===== config.mk =====
export PLATFORM = sky130hd
export DESIGN_NAME = fan_tach_sched
export DESIGN_NICKNAME = d
export VERILOG_FILES = /design/src/rtl/fts_pkg.sv /design/src/rtl/fts_optreg.sv /design/src/rtl/fts_measure.sv /design/src/rtl/fts_sched.sv /design/src/rtl/fan_tach_sched.sv
export SDC_FILE = /design/constraint.sdc
export NUM_CORES = 1
export LEC_CHECK = 0
export BUFFER_PORTS_ARGS = -buffer_cell sky130_fd_sc_hd__buf_2
export CAP_MARGIN = 20
export CORE_MARGIN = 3
export CORE_UTILIZATION = 45
export DETAILED_ROUTE_END_ITERATION = 7
export PLACE_DENSITY_LB_ADDON = 0.15
export SYNTH_ARGS = -nofsm -noshare
export SYNTH_HDL_FRONTEND = slang
export SYNTH_SLANG_ARGS = --single-unit

===== constraint.sdc =====
create_clock -name clk -period 4 [get_ports clk]
set_input_delay 0.8 -clock clk [delete_from_list [all_inputs] [get_ports clk]]
set_output_delay 0.8 -clock clk [all_outputs]
set_load 0.005 [all_outputs]

===== src/rtl/fts_pkg.sv =====
package fts_pkg;
    localparam int OPT_W = 8;

    typedef enum logic [1:0] {
        M_IDLE,
        M_GUARD,
        M_ARM,
        M_MEAS
    } meas_st_e;

    typedef enum logic {
        S_RUN,
        S_STRETCH
    } sched_st_e;

    function automatic logic [5:0] guard_ticks(input logic [1:0] sel);
        logic [5:0] n;
        unique case (sel)
            2'b00: n = 6'd63;
            2'b01: n = 6'd32;
            2'b10: n = 6'd16;
            2'b11: n = 6'd8;
        endcase
        return n;
    endfunction
endpackage


===== src/rtl/fts_optreg.sv =====
module fts_optreg #(
    parameter int W = 8,
    parameter logic [W-1:0] RST_VAL = 8'h0C,
    parameter logic [W-1:0] WR_MASK = 8'h3F
) (
    input  logic         clk,
    input  logic         rst_n,
    input  logic         wr,
    input  logic [W-1:0] wdata,
    input  logic         lock,
    output logic [W-1:0] opt_q
);
    logic locked_q;

    always_ff @(posedge clk or negedge rst_n) begin
        if (!rst_n) begin
            opt_q    <= RST_VAL;
            locked_q <= 1'b0;
        end else begin
            if (lock)
                locked_q <= 1'b1;
            if (wr && !lock && !locked_q)
                opt_q <= wdata & WR_MASK;
        end
    end


    lock_freeze_chk: assert property (@(posedge clk) disable iff (!rst_n)
        locked_q |=> $stable(opt_q));
endmodule


===== src/rtl/fts_measure.sv =====
module fts_measure #(
    parameter int CNT_W = 16
) (
    input  logic             clk,
    input  logic             rst_n,
    input  logic             tick,
    input  logic             pwm_eff,
    input  logic             tach_in,
    input  logic [1:0]       guard_sel,
    output logic             cap_vld,
    output logic [CNT_W-1:0] cap_val
);
    import fts_pkg::*;

    localparam logic [CNT_W-1:0] CNT_MAX = '1;

    meas_st_e         st, st_nx;
    logic             pwm_d, tach_d;
    logic [5:0]       gcnt;
    logic [CNT_W-1:0] pcnt;
    logic             pwm_rise, tach_rise;
    logic [5:0]       glen;

    assign pwm_rise  = pwm_eff && !pwm_d;
    assign tach_rise = tach_in && !tach_d;
    assign glen      = guard_ticks(guard_sel);
    assign cap_vld   = (st == M_MEAS) && tach_rise && pwm_eff;
    assign cap_val   = pcnt;

    always_ff @(posedge clk or negedge rst_n) begin
        if (!rst_n) st <= M_IDLE;
        else        st <= st_nx;
    end

    always_comb begin
        st_nx = st;
        unique case (st)
            M_IDLE:  if (pwm_rise) st_nx = M_GUARD;
            M_GUARD: if (tick && (gcnt == glen - 6'd1)) st_nx = M_ARM;
            M_ARM:   if (tach_rise) st_nx = M_MEAS;
            M_MEAS:  st_nx = M_MEAS;
        endcase
        if (!pwm_eff)
            st_nx = M_IDLE;
    end

    always_ff @(posedge clk or negedge rst_n) begin
        if (!rst_n) begin
            pwm_d  <= 1'b0;
            tach_d <= 1'b0;
            gcnt   <= '0;
            pcnt   <= '0;
        end else begin
            pwm_d  <= pwm_eff;
            tach_d <= tach_in;
            if (st != M_GUARD)
                gcnt <= '0;
            else if (tick)
                gcnt <= gcnt + 6'd1;
            if (tach_rise && pwm_eff && (st == M_ARM || st == M_MEAS))
                pcnt <= '0;
            else if (st == M_MEAS && tick && pcnt != CNT_MAX)
                pcnt <= pcnt + 1'b1;
        end
    end


    guard_skip_chk: assert property (@(posedge clk) disable iff (!rst_n)
        (st == M_IDLE) |=> (st == M_IDLE || st == M_GUARD));

    off_idle_chk: assert property (@(posedge clk) disable iff (!rst_n)
        !pwm_eff |=> (st == M_IDLE));

    sat_hold_chk: assert property (@(posedge clk) disable iff (!rst_n)
        (st == M_MEAS && pcnt == CNT_MAX && !tach_rise && pwm_eff) |=> (pcnt == CNT_MAX));
endmodule


===== src/rtl/fts_sched.sv =====
module fts_sched #(
    parameter int CNT_W         = 16,
    parameter int T_LONG        = 90000,
    parameter int T_MID         = 45000,
    parameter int T_SHORT       = 27000,
    parameter int STRETCH_TICKS = 9000
) (
    input  logic             clk,
    input  logic             rst_n,
    input  logic             tick,
    input  logic [1:0]       updt_sel,
    input  logic             opp_en,
    input  logic             cap_vld,
    input  logic [CNT_W-1:0] cap_val,
    output logic             stretch_q,
    output logic [CNT_W-1:0] reading_q,
    output logic             vld_q
);
    import fts_pkg::*;

    localparam int TMAX  = (T_LONG > T_MID) ? ((T_LONG > T_SHORT) ? T_LONG : T_SHORT)
                                            : ((T_MID > T_SHORT) ? T_MID : T_SHORT);
    localparam int ITV_W = $clog2(TMAX + 1);
    localparam int STR_W = $clog2(STRETCH_TICKS + 1);
    localparam logic [STR_W-1:0] STR_LAST = STR_W'(STRETCH_TICKS - 1);

    sched_st_e        st, st_nx;
    logic [ITV_W-1:0] itv, itv_nx, itv_len;
    logic [STR_W-1:0] stc, stc_nx;
    logic             fresh, fresh_nx, wr_nx;
    logic [CNT_W-1:0] last, last_nx, rd_nx;

    always_comb begin
        case (updt_sel)
            2'b00:   itv_len = ITV_W'(T_LONG);
            2'b01:   itv_len = ITV_W'(T_MID);
            default: itv_len = ITV_W'(T_SHORT);
        endcase
    end

    assign stretch_q = (st == S_STRETCH);

    always_ff @(posedge clk or negedge rst_n) begin
        if (!rst_n) st <= S_RUN;
        else        st <= st_nx;
    end

    always_comb begin
        st_nx    = st;
        itv_nx   = itv;
        stc_nx   = stc;
        fresh_nx = fresh;
        last_nx  = last;
        rd_nx    = reading_q;
        wr_nx    = 1'b0;
        unique case (st)
            S_RUN: begin
                if (cap_vld && opp_en) begin
                    rd_nx    = cap_val;
                    wr_nx    = 1'b1;
                    itv_nx   = '0;
                    fresh_nx = 1'b0;
                end else begin
                    fresh_nx = fresh | cap_vld;
                    last_nx  = cap_vld ? cap_val : last;
                    if (tick) begin
                        if (itv >= itv_len - ITV_W'(1)) begin
                            itv_nx = '0;
                            if (fresh_nx) begin
                                rd_nx    = last_nx;
                                wr_nx    = 1'b1;
                                fresh_nx = 1'b0;
                            end else begin
                                st_nx  = S_STRETCH;
                                stc_nx = '0;
                            end
                        end else begin
                            itv_nx = itv + ITV_W'(1);
                        end
                    end
                end
            end
            S_STRETCH: begin
                if (cap_vld) begin
                    rd_nx    = cap_val;
                    wr_nx    = 1'b1;
                    st_nx    = S_RUN;
                    itv_nx   = '0;
                    fresh_nx = 1'b0;
                end else if (tick) begin
                    if (stc >= STR_LAST) begin
                        rd_nx  = '1;
                        wr_nx  = 1'b1;
                        st_nx  = S_RUN;
                        itv_nx = '0;
                    end else begin
                        stc_nx = stc + STR_W'(1);
                    end
                end
            end
        endcase
    end

    always_ff @(posedge clk or negedge rst_n) begin
        if (!rst_n) begin
            itv       <= '0;
            stc       <= '0;
            fresh     <= 1'b0;
            last      <= '0;
            reading_q <= '0;
            vld_q     <= 1'b0;
        end else begin
            itv       <= itv_nx;
            stc       <= stc_nx;
            fresh     <= fresh_nx;
            last      <= last_nx;
            reading_q <= rd_nx;
            vld_q     <= wr_nx;
        end
    end


    stretch_release_chk: assert property (@(posedge clk) disable iff (!rst_n)
        (st == S_STRETCH && cap_vld) |=> (st == S_RUN && vld_q && reading_q == $past(cap_val)));

    stretch_bound_chk: assert property (@(posedge clk) disable iff (!rst_n)
        stc <= STR_LAST);

    opp_restart_chk: assert property (@(posedge clk) disable iff (!rst_n)
        (st == S_RUN && cap_vld && opp_en) |=> (itv == '0 && vld_q));

    vld_stretch_chk: assert property (@(posedge clk) disable iff (!rst_n)
        vld_q |-> !stretch_q);
endmodule


===== src/rtl/fan_tach_sched.sv =====
module fan_tach_sched #(
    parameter int CNT_W         = 16,
    parameter int T_LONG        = 90000,
    parameter int T_MID         = 45000,
    parameter int T_SHORT       = 27000,
    parameter int STRETCH_TICKS = 9000
) (
    input  logic             clk,
    input  logic             rst_n,
    input  logic             tick,
    input  logic             pwm_in,
    input  logic             tach_in,
    input  logic             opt_wr,
    input  logic [7:0]       opt_wdata,
    input  logic             lock,
    output logic [7:0]       opt_q,
    output logic             stretch_req,
    output logic [CNT_W-1:0] reading,
    output logic             reading_vld
);
    logic             pwm_eff;
    logic             cap_vld;
    logic [CNT_W-1:0] cap_val;

    assign pwm_eff = pwm_in | stretch_req;

    fts_optreg #(.W(8), .RST_VAL(8'h0C), .WR_MASK(8'h3F)) u_opt (
        .clk   (clk),
        .rst_n (rst_n),
        .wr    (opt_wr),
        .wdata (opt_wdata),
        .lock  (lock),
        .opt_q (opt_q)
    );

    fts_measure #(.CNT_W(CNT_W)) u_meas (
        .clk       (clk),
        .rst_n     (rst_n),
        .tick      (tick),
        .pwm_eff   (pwm_eff),
        .tach_in   (tach_in),
        .guard_sel (opt_q[4:3]),
        .cap_vld   (cap_vld),
        .cap_val   (cap_val)
    );

    fts_sched #(
        .CNT_W(CNT_W), .T_LONG(T_LONG), .T_MID(T_MID),
        .T_SHORT(T_SHORT), .STRETCH_TICKS(STRETCH_TICKS)
    ) u_sched (
        .clk       (clk),
        .rst_n     (rst_n),
        .tick      (tick),
        .updt_sel  (opt_q[1:0]),
        .opp_en    (opt_q[5]),
        .cap_vld   (cap_vld),
        .cap_val   (cap_val),
        .stretch_q (stretch_req),
        .reading_q (reading),
        .vld_q     (reading_vld)
    );
endmodule


==> metrics.sh, run 1 <==
POSTSYNTHCELLCOUNT=530
COUNT_OF_DISTINCT_CELL_TYPES_IN_THE_SYNTHESIZED_NETLIST=68
DIE-WIDTH_UM=115
FIRST_GLOBAL_VIAS=3894
RSZ_0062_RAISED_AFTER_GLOBAL_ROUTING='false'
FINALCLOCKSKEW_PS=9.25
SYNTH.YOSYS.SEQ_AREA_SHARE=0.460
ROUTE.FINAL.WIRE_LENGTH_UM=11200
START_UTIL=0.466
CRITPATHMOSTFREQUENTCELL='sky130_fd_sc_hd__ha_1'
CTSHTREEMAXLEVEL=3
LAYOUT-DRIVE-GT1-SHARE=0.220
SWITCHING_SHARE=0.317
PIN_COUNT=41
SHARE_OF_THE_CLOCK_PERIOD_USED_BY_THE_WORST_PATH=0.835
WORST_EP_REQUIRED_TIME_PS=4230
CLOCK_SINK_COUNT=99
FINALWORSTPATHREQUIREDPERIOD_PS=3340
SYNTH_TOP_FLOP_CELL='sky130_fd_sc_hd__dfrtp_1'
COMBINATIONALPOWERSHARE=0.261
GRT_START_MAX_NET_PINS=80
GRT_USAGE=0.179
POST_DR_VIAS_CELL=5.76
FLOORPLAN.DIE_AREA_UM2=13300
ASYNCSETRESETFLOPFRACSYNTH=1.00
WORST_HOLD_PATH_TYPE='in -> async'
DIE_HEIGHT_UM=115
DETAILROUTE.VIA_COUNT=4089
SYNTH.AREA.TOP_CELLS='sky130_fd_sc_hd__dfrtp_1, sky130_fd_sc_hd__mux2_2, sky130_fd_sc_hd__nand2_1'
POSTCTSSETUPREPAIRBUFS=0
SYNTH_AREA_UM2=5390
NUM_ANTENNA_CELLS=0
WORST_IR_DROP_VDD_uV=283
MAXCLOCKFREQUENCY_GHz=0.299
GRT_OVERFLOW=0
YS_WARNINGS=0
FIN_TOTAL_PWR_W=0.00304
WORST_SLEW_MARGIN_REL=0.539
CLOCK_PATH_BUFFERS=2
DETAILED_PLACE_HPWL_UM=7510
CLOCK_TREE.ROOT_CELL='sky130_fd_sc_hd__clkbuf_16'
CTS-BUFFERS-INSERTED=9
ANTENNA_VIOLATING_NETS_POST_ROUTE=0
DR.FIRST_ITER.DRC_COUNT=182
POST-ROUTE-DRC-COUNT=0
CP_DATA_ARRIVAL_TIME_PS=3570
POWER_LEAKAGE_nW=2.73
SEQUENTIAL_GROUP_SHARE_OF_TOTAL_POWER=0.435
WL_PER_CELL_UM=15.8
LAYOUT.CORE_UTILIZATION=0.521
CRITICAL_PATH_CLASS='reg -> reg'
ROWS=39
WORSTSETUPSTARTPOINTTYPE='flop'
ANTENNA_FOUND_INITIAL=0
YOSYS.AREA.TOP_TYPE_SHARE=0.451
BUFFER_PORTS.INSERTED=36
YS_SEQ_ELEMENTS=99
FIRST_PASS_GRT_WIRE_LENGTH_UM=19000
FINALNETCOUNT=594
SYNTH_TOP_AREA_CELL='sky130_fd_sc_hd__dfrtp_1'
CTS_TREE='built'
COREAREA_UM2=11600
CRITICAL_PATH.CELL_CHAIN='or2_2, ha_1, ha_1, nand4_1, or4_1, o211a_4, a31oi_4, buf_4, mux2_2'
WORST_SETUP_PATH_END_KIND='flop'
CAP_VIOLATIONS=0
CPPEAKSTAGEDELAY_PS=550
CRITPATHMAXFANOUT=20
POST-SYNTH-TOP-COUNT-CELL='sky130_fd_sc_hd__dfrtp_1'
FILLER_CELL_COUNT=1071
RUN_STATUS='complete, no violations'
HOLDBUFCOUNTCTS=0
NETLIST_TOP_CELLS_COUNT='sky130_fd_sc_hd__dfrtp_1, sky130_fd_sc_hd__nand2_1, sky130_fd_sc_hd__nor2_1'
CTS.REPAIR.RESIZED=0
NUMBER_OF_OPTIMIZATION_ITERATIONS_IN_THE_FIRST_DETAILED_ROUTE_PASS=4
SETUP_VIOLATIONS=0
POWER-PER-CELL-AREA_nW_PER_UM2=504
CLK_LATENCY_PS=350
SYNTH_EDF_COUNT=0
SETUP_TNS_PS=0
P_CLK_FRAC=0.304
SLEW_WORST_PIN_PS=688
CTS.REPORTEDPATHS.CLKPINSLEW_PS=70
FINALWEIGHTEDCONGESTION=0.818
CRITICAL_PATH.SLOWEST_CELL='sky130_fd_sc_hd__or4_1'
SWITCHING_POWER_W=0.000961
AREA_GROWTH_SYNTH_TO_FINISH_PCT=11.8
POST_SYNTH.CELL_AREA_AVG_UM2=10.2
INTERNAL_POWER_W=0.00207
REPORT.FINAL.HOLD_VIOL_COUNT=0
REPORT.FINAL.SLEW_VIOL_COUNT=0
## layout by cell type (no fill, tap or decap), drive strengths merged, types with 5 or more instances in the layout
cell | netlist | final
nand2 | 67 | 67
xnor2 | 13 | 13
buf | 17 | 46
o31ai | 6 | 6
a21oi | 9 | 9
nand4 | 21 | 21
nor3 | 6 | 6
xor2 | 16 | 16
or2 | 6 | 6
ha | 17 | 17
and3 | 15 | 15
nor2 | 51 | 51
mux2 | 36 | 36
clkbuf | 10 | 11
a41oi | 5 | 5
a32oi | 7 | 7
o21ai | 31 | 31
inv | 17 | 19
nand3 | 14 | 14
dfrtp | 97 | 97
## state kept, by name, indices dropped and copies added (netlist names), 2 cells and up
name,flops
u_sched.itv,17
u_sched.reading_q,16
u_meas.st,2
u_sched.stc,14
u_meas.cap_val,16
u_opt.opt_q,6
u_sched.last,16
u_meas.gcnt,6
## final timing paths
path | startpoint | to | slack [ps] | cells past startpoint
worst min register to register | u_opt.locked_q | u_opt.locked_q | 450 | 1
worst max register to register | u_opt.opt_q[1] | u_sched.reading_q[5] | 660 | 9
max in group asynchronous | rst_n | u_meas.cap_val[5] | 2780 | 3
min in group clk | u_opt.locked_q | u_opt.locked_q | 450 | 1
worst max-delay path | u_opt.opt_q[1] | u_sched.reading_q[5] | 660 | 9
worst min-delay path | rst_n | u_sched.itv[5] | 410 | 1
## kinds of logic (layout without fill, tap and decap cells)
logic type | after synthesis | after routing | share of synthesized area
multiplexers | 38 | 38 | 0.0852
AO/OA/AOI/OAI | 94 | 94 | 0.133
flip-flops | 99 | 99 | 0.460
XOR/XNOR | 29 | 29 | 0.0472
buffers and inverters | 44 | 79 | 0.0404
AND/OR/NAND/NOR | 208 | 208 | 0.194
adder cells (fa/ha/maj) | 17 | 17 | 0.0395
other | 1 | 3 | 0.000696
## metrics by stage
| stage | instance area [µm²] | cells | setup slack [ps] | hold WS [ps] |
|---|---|---|---|---|
| after floorplan | 5390 | 532 | 945 | 424 |
| after global placement | 5670 | 693 | 710 | 436 |
| after detailed placement | 5670 | 693 | 648 | 434 |
| after CTS | 6000 | 709 | 637 | 450 |
| after global routing | 6020 | 710 | 523 | 440 |
| final | 6020 | 710 | 660 | 408 |
## cell type report
cell class	instances	area, µm²	area share
Timing Repair Buffer	46	278	0.0461
Multi-Input combinational cell	389	2700	0.448
Inverter	17	63.8	0.0106
Clock inverter	5	68.8	0.0114
Clock buffer	11	253	0.0420
Sequential cell	99	2480	0.412
Tap cell	143	179	0.0297
## metal layers
layer,GRT usage,part of all wire,wire length [µm]
met5,0,0,0
met4,0.0782,0.021,240
met3,0.0347,0.039,434
met2,0.277,0.45,5050
met1,0.246,0.49,5500
## critical path: cells and delay by family, from the launching register on
family,cells,cell delay (ps)
compound gates,2,540
fa+ha+maj,2,580
buf+inv,1,300
flops,1,400
mux,1,380
simple gates,3,1020
## power by group through the flow
stage	combinational (W)	sequential, W	clock [W]
after detailed placement	0.000792	0.00134	0
after global placement	0.000772	0.00133	0
after global routing	0.000893	0.00135	0.000988
final	0.000793	0.00132	0.000922
after CTS	0.000798	0.00132	0.000955
after floorplan	0.000561	0.00132	0
Note: power is estimated with default switching activity, not from simulation.
==> inputs of run 2 (changes only) <==
==> constraint.sdc (replaced) <==
create_clock -name clk -period 2.9 [get_ports clk]
set_input_delay 0.58 -clock clk [delete_from_list [all_inputs] [get_ports clk]]
set_output_delay 0.58 -clock clk [all_outputs]
set_load 0.005 [all_outputs]
==> run 2 against run 1 <==
  * Sequential power rose by 39%
  * Core utilization grew 1.8 points
  * Register-to-register slack worse by 640 ps
  * Cell count increased by 1.5%
  * Largest power group unchanged
  * Non-clock buffer count rose by 10
  * Maximum frequency up 16%
  * Total power rose by 39%
  * Wire length rose by 0.46%
  * Global-route usage is 0.20 points lower
==> metrics.sh, run 2 (synthesis gave the netlist of run 1 again) <==
DETAILED_PLACE_HPWL_UM=7600  # +1.3%
GRT_START_MAX_NET_PINS=56  # -30%
CTS.REPORTEDPATHS.CLKPINSLEW_PS=70  # about the same
WL_PER_CELL_UM=15.6  # -1.1%
ANTENNA_FOUND_INITIAL=0  # unchanged
WORSTSETUPSTARTPOINTTYPE='flop'
TOP_REGISTER='u_sched.itv'
SWITCHING_SHARE=0.312  # -0.00433
CLOCK_PATH_BUFFERS=2  # unchanged
BUFFER_PORTS.INSERTED=36  # unchanged
CLOCK_SINK_COUNT=99  # unchanged
CLOCK_TREE.ROOT_CELL='sky130_fd_sc_hd__clkbuf_16'
COMBINATIONALPOWERSHARE=0.274  # +0.013
AREA_GROWTH_SYNTH_TO_FINISH_PCT=15.8
START_UTIL=0.466  # unchanged
FINALCLOCKSKEW_PS=12.6  # +3.39 ps
COREAREA_UM2=11600  # unchanged
DETAILROUTE.VIA_COUNT=4059  # -0.73%
SETUP_VIOLATIONS=0  # unchanged
POWER-PER-CELL-AREA_nW_PER_UM2=678  # +34%
SHARE_OF_THE_CLOCK_PERIOD_USED_BY_THE_WORST_PATH=0.995  # +0.160
REPORT.FINAL.SLEW_VIOL_COUNT=0  # unchanged
FIRST_GLOBAL_VIAS=3933  # +1.0%
NUM_ANTENNA_CELLS=0  # unchanged
HOLDBUFCOUNTCTS=0  # unchanged
WORST_SLEW_MARGIN_REL=0.601  # +0.0617
REPORT.FINAL.HOLD_VIOL_COUNT=0  # unchanged
FIRST_PASS_GRT_WIRE_LENGTH_UM=18900  # -0.58%
CAP_VIOLATIONS=0  # unchanged
ANTENNA_VIOLATING_NETS_POST_ROUTE=0  # unchanged
FINALNETCOUNT=605  # +1.9%
ROUTE.FINAL.WIRE_LENGTH_UM=11300  # +0.46%
POST_DR_VIAS_CELL=5.63  # -2.2%
POST-ROUTE-DRC-COUNT=0  # unchanged
POWER_LEAKAGE_nW=2.78  # +2.0%
DIE-WIDTH_UM=115  # unchanged
SWITCHING_POWER_W=0.00132  # +37%
DR.FIRST_ITER.DRC_COUNT=306  # +68%
DIE_HEIGHT_UM=115  # unchanged
SETUP_TNS_PS=0  # unchanged
CTS_TREE='built'
WORST_IR_DROP_VDD_uV=470  # +66%
CRITICAL_PATH_CLASS='reg -> reg'
PIN_COUNT=41  # unchanged
SEQUENTIAL_GROUP_SHARE_OF_TOTAL_POWER=0.436  # about the same
POST-PLACE-WS_PS=-8.71  # -656 ps
FINALWORSTPATHREQUIREDPERIOD_PS=2880  # -455 ps
WORST_EP_REQUIRED_TIME_PS=3130  # -1100 ps
CTS-BUFFERS-INSERTED=9  # unchanged
CP_DATA_ARRIVAL_TIME_PS=3110  # -460 ps
LARGEST_REGISTER_FFS=17  # unchanged
LAYOUT-DRIVE-GT1-SHARE=0.256  # +0.0356
CTSHTREEMAXLEVEL=3  # unchanged
MAXCLOCKFREQUENCY_GHz=0.347  # +16%
GRT_USAGE=0.177  # -0.00198
FINAL_COMMON_CELL='sky130_fd_sc_hd__dfrtp_1'
RSZ_0062_RAISED_AFTER_GLOBAL_ROUTING='true'
WORST_HOLD_PATH_TYPE='in -> async'
RUN_STATUS='complete, no violations'
FILLER_CELL_COUNT=1050  # -2.0%
WORST_SETUP_PATH_END_KIND='flop'
SLEW_WORST_PIN_PS=584  # -104 ps
CRITPATHMAXFANOUT=17  # -15%
P_CLK_FRAC=0.290  # -0.014
FINALWEIGHTEDCONGESTION=0.810  # -0.97%
FLOORPLAN.DIE_AREA_UM2=13300  # unchanged
ROWS=39  # unchanged
FINAL_CELL_MIX='sky130_fd_sc_hd__dfrtp_1, sky130_fd_sc_hd__nand2_1, sky130_fd_sc_hd__nor2_1'
NUMBER_OF_OPTIMIZATION_ITERATIONS_IN_THE_FIRST_DETAILED_ROUTE_PASS=5  # +1
GRT_OVERFLOW=0  # unchanged
INTERNAL_POWER_W=0.00291  # +40%
FIN_WS_PS=15.6  # -645 ps
CLK_LATENCY_PS=340  # about the same
-- run 2: cell types whose count changed in the layout (fill, tap and decap cells not counted), sizes merged --
| cell | delta |
|---|---|
| inv | -2 |
| or3b | +1 |
| clkbuf | +2 |
| buf | +10 |
-- run 2: critical path, cell delays in order, from the launching register on --
cell and delay, ps:
sky130_fd_sc_hd__dfrtp_1 410, sky130_fd_sc_hd__or2_4 300, sky130_fd_sc_hd__ha_4 190, sky130_fd_sc_hd__ha_4 260, sky130_fd_sc_hd__nand4_1 100, sky130_fd_sc_hd__or4_4 550
sky130_fd_sc_hd__o211a_4 270, sky130_fd_sc_hd__a31oi_4 150, sky130_fd_sc_hd__buf_12 190, sky130_fd_sc_hd__mux2_2 350
-- run 2: power by group through the flow --
stage	Sequential [W]	Combinational, W	Clock [W]
6_report	0.00184	0.00116	0.00123
5_1_grt	0.00188	0.00130	0.00132
4_1_cts	0.00184	0.00114	0.00127
3_5_place_dp	0.00186	0.00113	0
3_3_place_gp	0.00186	0.00110	0
2_1_floorplan	0.00182	0.000790	0
-- run 2: final cells by class --
| type | count | area, µm² | share of cell area |
|---|---|---|---|
| Tap cell | 143 | 179 | 0.0287 |
| Timing Repair Buffer | 56 | 370 | 0.0594 |
| Multi-Input combinational cell | 390 | 2840 | 0.455 |
| Clock inverter | 3 | 46.3 | 0.00742 |
| Inverter | 17 | 63.8 | 0.0102 |
| Sequential cell | 99 | 2480 | 0.398 |
| Clock buffer | 13 | 260 | 0.0417 |
-- run 2: per-stage QoR --
stage | cells | utilization | total power (W) | cell area (µm²) | hold slack, ps
after CTS | 718 | 0.530 | 0.00425 | 6130 | 266
final | 721 | 0.539 | 0.00423 | 6240 | 238
after detailed placement | 702 | 0.503 | 0.00299 | 5820 | 446
after global routing | 721 | 0.539 | 0.00450 | 6240 | 279
after floorplan | 532 | - | 0.00261 | 5430 | 284
after global placement | 702 | 0.503 | 0.00296 | 5820 | 437
-- run 2: worst paths after layout --
path	start	end	slack, ps	cells after the start
setup reg to reg	u_opt.opt_q[0]	u_sched.reading_q[5]	20	9
min in group clk	tach_in	u_meas.tach_d	350	1
setup / recovery	u_opt.opt_q[0]	u_sched.reading_q[5]	20	9
hold reg to reg	u_opt.locked_q	u_opt.locked_q	460	1
max in group asynchronous	rst_n	u_sched.last[14]	1970	2
hold / removal	rst_n	u_sched.itv[8]	240	1
-- run 2: timing repair --
action | CTS | global route
pin swaps | 0 | 1
setup endpoints to repair | 7 | 47
gates cloned | 0 | 1
setup buffers | 0 | 2
gates resized for setup | 0 | 16
-- run 2: metal layers --
metal	share of wire	GRT usage
met2	0.47	0.281
met4	0.0092	0.0556
met5	0	0
met1	0.48	0.241
met3	0.032	0.0437
==> inputs of run 3 (changes only) <==
--- a/config.mk
+++ b/config.mk
@@ -10,7 +10,7 @@
 export CORE_MARGIN = 3
 export CORE_UTILIZATION = 45
 export DETAILED_ROUTE_END_ITERATION = 7
-export PLACE_DENSITY_LB_ADDON = 0.15
+export PLACE_DENSITY = 0.67
 export SYNTH_ARGS = -nofsm -noshare
 export SYNTH_HDL_FRONTEND = slang
 export SYNTH_SLANG_ARGS = --single-unit
==> run 3 against run 2 <==
  * The flow now finishes with violations (setup timing)
  * Design area decreased by 0.32%
  * Critical path depth is the same
  * Combinational power hardly changed
  * Non-clock buffer count unchanged
  * Via count rose by 2.6%
  * Clock-buffer cell count is the same
  * Cell count is 0.14% lower
  * Sequential share of layout area increased by 0.13 points
  * Setup slack got worse by 39 ps
  * Global-route usage increased by 0.69 points
  * First-iteration DRC count is 6.2% higher
==> metrics.sh, run 3 (synthesis gave the netlist of run 1 again) <==
P_CLK_FRAC=0.284  # -0.006
GRT_USAGE=0.184  # +0.00693
START_UTIL=0.466  # unchanged
GRT_OVERFLOW=0  # unchanged
DIE-WIDTH_UM=115  # unchanged
COMBINATIONALPOWERSHARE=0.277  # +0.003
NUMBER_OF_OPTIMIZATION_ITERATIONS_IN_THE_FIRST_DETAILED_ROUTE_PASS=5  # unchanged
SEQ_AREA_UM2=2480  # unchanged
CTS_TREE='built'
SWITCHING_SHARE=0.317  # +0.00483
WORST_EP_REQUIRED_TIME_PS=3130  # about the same
REPORT.FINAL.SLEW_VIOL_COUNT=0  # unchanged
FINAL_CELL_MIX='sky130_fd_sc_hd__dfrtp_1, sky130_fd_sc_hd__nand2_1, sky130_fd_sc_hd__nor2_1'
FINAL_COMMON_CELL='sky130_fd_sc_hd__dfrtp_1'
FINALWORSTPATHREQUIREDPERIOD_PS=2920  # +39.0 ps
NUM_ANTENNA_CELLS=0  # unchanged
CP_DATA_ARRIVAL_TIME_PS=3160  # +50 ps
CAP_VIOLATIONS=0  # unchanged
GRT_START_MAX_NET_PINS=61  # +8.9%
MAXCLOCKFREQUENCY_GHz=0.342  # -1.3%
DR.FIRST_ITER.DRC_COUNT=325  # +6.2%
CLOCK_PATH_BUFFERS=2  # unchanged
INTERNAL_POWER_W=0.00286  # -1.7%
PIN_COUNT=41  # unchanged
WORST_HOLD_PATH_TYPE='in -> async'
POST_DR_VIAS_CELL=5.78  # +2.8%
ROWS=39  # unchanged
CTSHTREEMAXLEVEL=3  # unchanged
DETAILED_PLACE_HPWL_UM=7890  # +3.8%
WORST_SLEW_MARGIN_REL=0.568  # -0.0324
CTS-BUFFERS-INSERTED=9  # unchanged
WL_PER_CELL_UM=16.0  # +2.6%
ROUTE.FINAL.WIRE_LENGTH_UM=11500  # +2.4%
POST-ROUTE-DRC-COUNT=0  # unchanged
REPORT.FINAL.HOLD_VIOL_COUNT=0  # unchanged
WORSTSETUPSTARTPOINTTYPE='flop'
SLEW_WORST_PIN_PS=631  # +47.4 ps
FLOORPLAN.DIE_AREA_UM2=13300  # unchanged
FIRST_GLOBAL_VIAS=4052  # +3.0%
FINALCLOCKSKEW_PS=7.49  # -5.15 ps
FIN_WS_PS=-23.4  # -39.0 ps
CLOCK_TREE.ROOT_CELL='sky130_fd_sc_hd__clkbuf_16'
SHARE_OF_THE_CLOCK_PERIOD_USED_BY_THE_WORST_PATH=1.01  # +0.0134
SWITCHING_POWER_W=0.00133  # +0.57%
RUN_STATUS='finished with violations'
DIE_HEIGHT_UM=115  # unchanged
DETAILROUTE.VIA_COUNT=4165  # +2.6%
CRITICAL_PATH_CLASS='reg -> reg'
ANTENNA_VIOLATING_NETS_POST_ROUTE=0  # unchanged
HOLDBUFCOUNTCTS=0  # unchanged
LARGEST_REGISTER_FFS=17  # unchanged
POWER_LEAKAGE_nW=2.79  # +0.23%
COREAREA_UM2=11600  # unchanged
CLK_LATENCY_PS=340  # about the same
FIRST_PASS_GRT_WIRE_LENGTH_UM=19600  # +3.8%
WORST_SETUP_PATH_END_KIND='flop'
WORST_IR_DROP_VDD_uV=486  # +3.4%
AREA_GROWTH_SYNTH_TO_FINISH_PCT=15.4
FINALWEIGHTEDCONGESTION=0.875  # +8.0%
RSZ_0062_RAISED_AFTER_GLOBAL_ROUTING='true'
TOP_REGISTER='u_sched.itv'
FINALNETCOUNT=604  # -0.17%
POWER-PER-CELL-AREA_nW_PER_UM2=673  # -0.64%
LAYOUT.CORE_UTILIZATION=0.537  # -0.00173
SETUP_VIOLATIONS=5  # +5
FILLER_CELL_COUNT=1039  # -1.0%
CRITPATHMAXFANOUT=17  # unchanged
LAYOUT-DRIVE-GT1-SHARE=0.250  # -0.00649
BUFFER_PORTS.INSERTED=36  # unchanged
CTS.REPORTEDPATHS.CLKPINSLEW_PS=70  # about the same
VIOLATIONS='setup timing'
SEQUENTIAL_GROUP_SHARE_OF_TOTAL_POWER=0.439  # +0.003
TIMING.HOLD.WS_PS=203  # -35.1 ps
CLOCK_SINK_COUNT=99  # unchanged
MULTI_INPUT_AREA_UM2=2810  # -1.1%
ANTENNA_FOUND_INITIAL=0  # unchanged
==> run 3: cell types whose count changed in the layout (fill, tap and decap cells not counted), moves of 2 or more <==
cell	change
sky130_fd_sc_hd__nand2_2	-2
sky130_fd_sc_hd__mux2_2	-2
sky130_fd_sc_hd__buf_4	-2
sky130_fd_sc_hd__nand2_1	+2
sky130_fd_sc_hd__mux2_4	+2
sky130_fd_sc_hd__clkbuf_8	+2
sky130_fd_sc_hd__clkbuf_1	-2
==> run 3: final cells by class <==
| type | count | share of cell area |
|---|---|---|
| Clock buffer | 13 | 0.0451 |
| Clock inverter | 3 | 0.00322 |
| Inverter | 17 | 0.0103 |
| Multi-Input combinational cell | 389 | 0.451 |
| Sequential cell | 99 | 0.399 |
| Tap cell | 143 | 0.0288 |
| Timing Repair Buffer | 56 | 0.0622 |
==> run 3: critical path: stages (launching register included) <==
cell and delay, ps:
sky130_fd_sc_hd__dfrtp_1 420, sky130_fd_sc_hd__or2_4 300, sky130_fd_sc_hd__ha_4 190, sky130_fd_sc_hd__ha_4 260, sky130_fd_sc_hd__nand4_1 90, sky130_fd_sc_hd__or4_4 550
sky130_fd_sc_hd__o211a_4 280, sky130_fd_sc_hd__a31oi_4 160, sky130_fd_sc_hd__buf_12 200, sky130_fd_sc_hd__mux2_2 340
==> run 3: what timing repair did <==
item / 4_1_cts / 5_1_grt
setup endpoints to repair: 18 / 26
setup buffers: 0 / 1
resized for setup: 4 / 9
==> run 3: worst paths after layout <==
check	depth (start not counted)	to	start	slack, ps
max	9	u_sched.reading_q[0]	u_opt.opt_q[0]	-20
min	1	u_sched.itv[6]	rst_n	200
max reg2reg	9	u_sched.reading_q[0]	u_opt.opt_q[0]	-20
min reg2reg	1	u_opt.locked_q	u_opt.locked_q	450
max in group asynchronous	2	u_opt.opt_q[2]	rst_n	1950
min in group clk	1	u_meas.tach_d	tach_in	360
==> run 3: layer usage <==
metal,up-vias,global-route usage,wire [µm]
met5,-,0,0
li1,1990,-,-
met1,2051,0.247,5230
met3,19,0.0505,569
met2,105,0.297,5600
met4,0,0.0485,142
==> run 3: power groups by stage <==
stage	combinational, W	sequential [W]	clock (W)
after floorplan	0.000790	0.00182	0
after global placement	0.00110	0.00185	0
after detailed placement	0.00114	0.00186	0
after CTS	0.00115	0.00184	0.00122
after global routing	0.00130	0.00187	0.00128
final	0.00116	0.00184	0.00119
==> run 3: stage by stage <==
step | power (W) | setup TNS, ps | worst slack, ps | std cells | instance area (µm²)
detailed placement | 0.00300 | -139 | -23.3 | 703 | 5840
floorplan | 0.00261 | 0 | 24.6 | 532 | 5430
finish | 0.00419 | -114 | -23.4 | 720 | 6220
global placement | 0.00294 | 0 | 26.0 | 703 | 5840
CTS | 0.00420 | -84.5 | -15.6 | 719 | 6160
global route | 0.00446 | -1540 | -115 | 720 | 6220
